**src/rtl/osc_startup_pkg.sv**
```systemverilog
package osc_startup_pkg;
  typedef enum logic {
    PAD_BYPASS = 1'b0,
    PAD_XTAL   = 1'b1
  } pad_mode_e;

  typedef struct packed {
    logic load;
    logic stop;
  } wr_cmd_t;
endpackage

```
**src/rtl/osc_prescaler.sv**
```systemverilog
module osc_prescaler #(
  parameter int DIV_LOG2 = 3
) (
  input  logic clk,
  input  logic rst_n,
  input  logic restart,
  input  logic run,
  output logic tick
);
  localparam logic [DIV_LOG2-1:0] LAST = {DIV_LOG2{1'b1}};

  logic [DIV_LOG2-1:0] phase;

  always_ff @(posedge clk or negedge rst_n) begin
    if (!rst_n)       phase <= '0;
    else if (restart) phase <= '0;
    else if (run)     phase <= phase + 1'b1;
  end

  assign tick = run && (phase == LAST);

  AST_TICK_NOT_AFTER_RESTART: assert property (@(posedge clk) disable iff (!rst_n)
    restart |=> !tick) else $error("tick right after restart");
endmodule

```
**src/rtl/osc_downcount.sv**
```systemverilog
module osc_downcount #(
  parameter int CNT_W = 8
) (
  input  logic             clk,
  input  logic             rst_n,
  input  logic             load,
  input  logic             clear,
  input  logic [CNT_W-1:0] load_val,
  input  logic             tick,
  output logic             expire
);
  localparam logic [CNT_W-1:0] ONE = {{(CNT_W-1){1'b0}}, 1'b1};

  logic [CNT_W-1:0] remain;
  logic             at_end;

  assign at_end = (remain <= ONE);
  assign expire = tick && at_end;

  always_ff @(posedge clk or negedge rst_n) begin
    if (!rst_n)     remain <= '0;
    else if (load)  remain <= load_val;
    else if (clear) remain <= '0;
    else if (tick)  remain <= at_end ? '0 : remain - ONE;
  end

  AST_NO_WRAP: assert property (@(posedge clk) disable iff (!rst_n)
    (!load && remain == '0) |=> remain == '0) else $error("counter wrapped");
  AST_LOAD_VALUE: assert property (@(posedge clk) disable iff (!rst_n)
    load |=> remain == $past(load_val)) else $error("load value lost");
endmodule

```
**src/rtl/osc_startup_timer.sv**
```systemverilog
module osc_startup_timer
  import osc_startup_pkg::*;
#(
  parameter int CNT_W    = 8,
  parameter int DIV_LOG2 = 3
) (
  input  logic             clk,
  input  logic             rst_n,
  input  logic             wr_strobe,
  input  logic             wr_enable,
  input  logic [CNT_W-1:0] wr_count,
  input  logic             irq_mask,
  output logic             pad_osc_mode,
  output logic             xtal_ready,
  output logic             irq
);
  wr_cmd_t   cmd;
  pad_mode_e pad_q;
  logic      ready_q;
  logic      running;
  logic      tick;
  logic      expire;

  assign cmd.load = wr_strobe && wr_enable;
  assign cmd.stop = wr_strobe && !wr_enable;
  assign running  = (pad_q == PAD_XTAL) && !ready_q;

  osc_prescaler #(.DIV_LOG2(DIV_LOG2)) u_presc (
    .clk     (clk),
    .rst_n   (rst_n),
    .restart (wr_strobe),
    .run     (running),
    .tick    (tick)
  );

  osc_downcount #(.CNT_W(CNT_W)) u_count (
    .clk      (clk),
    .rst_n    (rst_n),
    .load     (cmd.load),
    .clear    (cmd.stop),
    .load_val (wr_count),
    .tick     (tick),
    .expire   (expire)
  );

  always_ff @(posedge clk or negedge rst_n) begin
    if (!rst_n) begin
      pad_q   <= PAD_BYPASS;
      ready_q <= 1'b0;
    end else if (wr_strobe) begin
      pad_q   <= wr_enable ? PAD_XTAL : PAD_BYPASS;
      ready_q <= 1'b0;
    end else if (expire) begin
      ready_q <= 1'b1;
    end
  end

  assign pad_osc_mode = (pad_q == PAD_XTAL);
  assign xtal_ready   = ready_q;
  assign irq          = ready_q && irq_mask;

  AST_READY_NEEDS_XTAL: assert property (@(posedge clk) disable iff (!rst_n)
    xtal_ready |-> pad_osc_mode) else $error("ready without crystal mode");
  AST_DISABLE_CLEARS: assert property (@(posedge clk) disable iff (!rst_n)
    cmd.stop |=> (!xtal_ready && !pad_osc_mode)) else $error("disable ignored");
  AST_ENABLE_RESTARTS: assert property (@(posedge clk) disable iff (!rst_n)
    cmd.load |=> (!xtal_ready && pad_osc_mode)) else $error("enable ignored");
  AST_READY_STICKY: assert property (@(posedge clk) disable iff (!rst_n)
    (xtal_ready && !wr_strobe) |=> xtal_ready) else $error("ready dropped");
endmodule

```
**config.mk**
```make
export PLATFORM = sky130hd
export DESIGN_NAME = osc_startup_timer
export DESIGN_NICKNAME = d
export VERILOG_FILES = /design/src/rtl/osc_startup_pkg.sv /design/src/rtl/osc_prescaler.sv /design/src/rtl/osc_downcount.sv /design/src/rtl/osc_startup_timer.sv
export SDC_FILE = /design/constraint.sdc
export NUM_CORES = 1
export LEC_CHECK = 0
export BUFFER_PORTS_ARGS = -buffer_cell sky130_fd_sc_hd__buf_4
export CORE_MARGIN = 4
export CORE_UTILIZATION = 40
export DETAILED_ROUTE_END_ITERATION = 6
export PLACE_DENSITY = 0.74
export SLEW_MARGIN = 20
export SYNTH_ARGS = -nofsm -noshare
export SYNTH_HDL_FRONTEND = slang
export SYNTH_SLANG_ARGS = --single-unit
```
**constraint.sdc**
```tcl
create_clock -name clk -period 1.4 [get_ports clk]
set_clock_uncertainty 0.1 [all_clocks]
set_input_delay 0.07 -clock clk [delete_from_list [all_inputs] [get_ports clk]]
set_output_delay 0.07 -clock clk [all_outputs]
set_load 0.005 [all_outputs]
```
==> impl_metrics.py <==
metrics = {
    "clock_tree": {
        "clk_pin_slew_ns": 0.09,
        "cts_buffers": 3,
        "cts_tree": "done",
        "cts_buffer_depth": 2,
        "clockRootBuffer": "clkbuf_4",
        "clkLatencyLatePin_ns": 0.27,
        "htree_levels": 1,
        "clock_sink_count": 13,
    },
    "power": {
        "max-vdd-ir-drop_v": 0.000476,
        "power_mw": 0.967,
        "p_leak_nw": 0.555,
        "p_per_area_nw_per_um2": 768,
    },
    "timing": {
        "setup_violations": 9,
        "fin_ws_ns": -0.199,
        "tightest_slew_ns": 0.362,
        "period_share": 1.14,
        "maxSlewViolCount": 0,
        "fin_crit_ns": 1.60,
        "fmax_ghz": 0.626,
        "rsz0062_at_grt": "yes",
        "final_hold_viol_count": 0,
        "fin_hold_ws_ns": 0.0907,
        "maxSlewHeadroom": 0.759,
    },
    "critical_path": {
        "crit_path_end_kind": "register",
        "crit_buf_inv": 0,
        "cp_data_required_time_ns": 1.44,
        "cpMaxStageDelayCell": "dfrtp_1",
        "cp.arrival_ns": 1.64,
        "crit_family": "flip-flops",
        "critical_path_class": "register to register",
        "worst_setup_path_start_kind": "register",
        "slowest_delay_ns": 0.37,
        "crit_chain": "ha_2, ha_4, and3b_2, nand3_2, o311ai_2, o211ai_1",
        "crit_fanout": 4,
    },
    "floorplan": {
        "die_h_um": 51.4,
        "initial_core_util": 0.431,
        "core_area_um2": 1750,
        "io_pins": 16,
        "die_area_um2": 2640,
        "placementRows": 15,
        "fp.dieW_um": 51.4,
    },
    "final_layout": {
        "fin_area_um2": 1260,
        "synthToLayoutAreaGrowth_pct": 67.6,
        "post-route-util": 0.722,
        "layout.nets": 139,
        "layoutNonFillerInstCount": 146,
        "diodes": 0,
        "drive_gt1_frac": 0.504,
    },
    "synth": {
        "yosysWarnings": 0,
        "synth_commonest_cells": "13 x dfrtp_1, 8 x nand2_1, 7 x nor2_1",
        "synth_top_cell_by_area": "dfrtp_1",
        "synth_edf_count": 0,
        "synth.most_common_cell": "dfrtp_1",
        "synth-seq-cells": 13,
        "synth_top_area_share": 0.433,
        "post_synth_num_cell_types": 33,
        "synth-main-ff-cell": "dfrtp_1",
        "syn_inst": 76,
        "async_reset_ff_frac": 1.00,
        "synth.avg_cell_area_um2": 9.89,
        "synthTopCellsByArea": "dfrtp_1 43%, ha_1 6.7%, mux2i_1 4.0%",
        "yosysSeqAreaShare": 0.433,
        "synthesis.nets": 93,
        "synthesis.area_um2": 752,
    },
    "route": {
        "drt_pre_antenna_iters": 4,
        "routed_via_density": 5.30,
        "remaining_drc_errors": 0,
        "dr_total_vias": 774,
        "ant_nets": 0,
        "totalWireLength_um": 2040,
        "wl_per_cell_um": 14.0,
        "drt-initial-drc-count": 10,
    },
    "placed_design": {
        "place.detailed.hpwl_um": 1410,
        "gp_congestion": 0.943,
        "placedCellCount": 126,
        "numPortBuffers": 15,
        "placed_area_um2": 1010,
    },
    "global_routing": {
        "grt_max_degree": 14,
        "grt_pass1_vias": 758,
        "grtUsageTotal": 0.175,
        "antenna_found_initial": 0,
        "grt_pass1_wl_um": 3420,
        "grt_overflow_total": 0,
    },
    "status": {
        "violations": "setup timing",
        "status": "finished with violations",
    },
    "job": {
        "cap_violations": 0,
    },
    "hold_path": {
        "hold_class": "input port to asynchronous set/reset pin",
    },
}
-- state kept, by name, summed over array words and instances (netlist names) --
register	count
pad_osc_mode	1
u_presc.phase	3
u_count.remain	8
xtal_ready	1
-- timing repair --
action,4_1_cts,5_1_grt
setup buffers,5,0
gates resized for setup,10,7
setup endpoints to repair,9,9
endpoints found under the hold margin,25,0
hold buffers,11,0
pin swaps,3,3
-- cells by family (layout without fill, tap and decap cells) --
logic type,after synthesis,count (layout),share of synthesized area
buf+inv,5,50,0.0299
compound gates,18,18,0.195
fa+ha+maj,4,4,0.0666
flops,13,13,0.433
mux,3,3,0.0399
xor+xnor,1,1,0.0116
simple gates,32,32,0.225
-- stage by stage --
| step | TNS, ns | setup slack (ns) |
|---|---|---|
| finish | -1.36 | -0.199 |
| global route | -2.02 | -0.273 |
| CTS | -1.31 | -0.202 |
| detailed placement | -1.53 | -0.222 |
| global placement | -1.12 | -0.186 |
| floorplan | -0.545 | -0.116 |
-- cell usage in the layout (no fill, tap or decap), types with 2 or more instances in the layout --
cell type / n
mux2i_1: 3
nand3_1: 3
dfrtp_1: 12
nand3_2: 2
nor2_1: 6
dlygate4sd3_1: 11
buf_4: 30
o211ai_1: 3
nor4_2: 2
nand2_1: 7
and2_1: 2
buf_6: 2
clkbuf_4: 3
inv_2: 2
nor2_2: 2
a22oi_2: 2
ha_4: 2
ha_2: 2
o311ai_2: 2
-- worst paths after layout --
| kind | cells past startpoint | startpoint | endpoint | slack (ns) |
|---|---|---|---|---|
| hold / removal | 2 | rst_n | xtal_ready$_DFFE_PN0P_ | 0.09 |
| min in group clk | 3 | wr_enable | pad_osc_mode$_DFFE_PN0P_ | 0.27 |
| setup / recovery | 6 | u_presc.phase[1]$_DFFE_PN0P_ | u_count.remain[6]$_DFFE_PN0P_ | -0.20 |
| max in group asynchronous | 2 | rst_n | u_count.remain[0]$_DFFE_PN0P_ | 0.93 |
| hold reg to reg | 1 | u_count.remain[7]$_DFFE_PN0P_ | u_count.remain[7]$_DFFE_PN0P_ | 0.41 |
| setup reg to reg | 6 | u_presc.phase[1]$_DFFE_PN0P_ | u_count.remain[6]$_DFFE_PN0P_ | -0.20 |
-- power by group --
| group | internal (mW) | switching, mW |
|---|---|---|
| clock | 0.110 | 0.126 |
| combinational | 0.166 | 0.126 |
| sequential | 0.406 | 0.0323 |
-- worst reg2reg max path, stage by stage, from the launching register on --
cell	delay, ns
dfrtp_1	0.37
ha_2	0.20
ha_4	0.14
and3b_2	0.22
nand3_2	0.10
o311ai_2	0.22
o211ai_1	0.13
-- routing by layer --
layer  global-route usage  up-vias  wire (µm)
met1                0.212      382        890
met2                0.314       16       1070
li1                     -      374          -
met4               0.0524        0         12
met5                    0        -          0
met3               0.0262        2         64
-- cell type report --
cell class	count	area, µm²
Clock buffer	4	26.3
Fill cell	125	485
Inverter	3	11.3
Multi-Input combinational cell	58	507
Sequential cell	13	327
Tap cell	25	31.3
Timing Repair Buffer	43	358
Power figures use the tool's default switching activity.
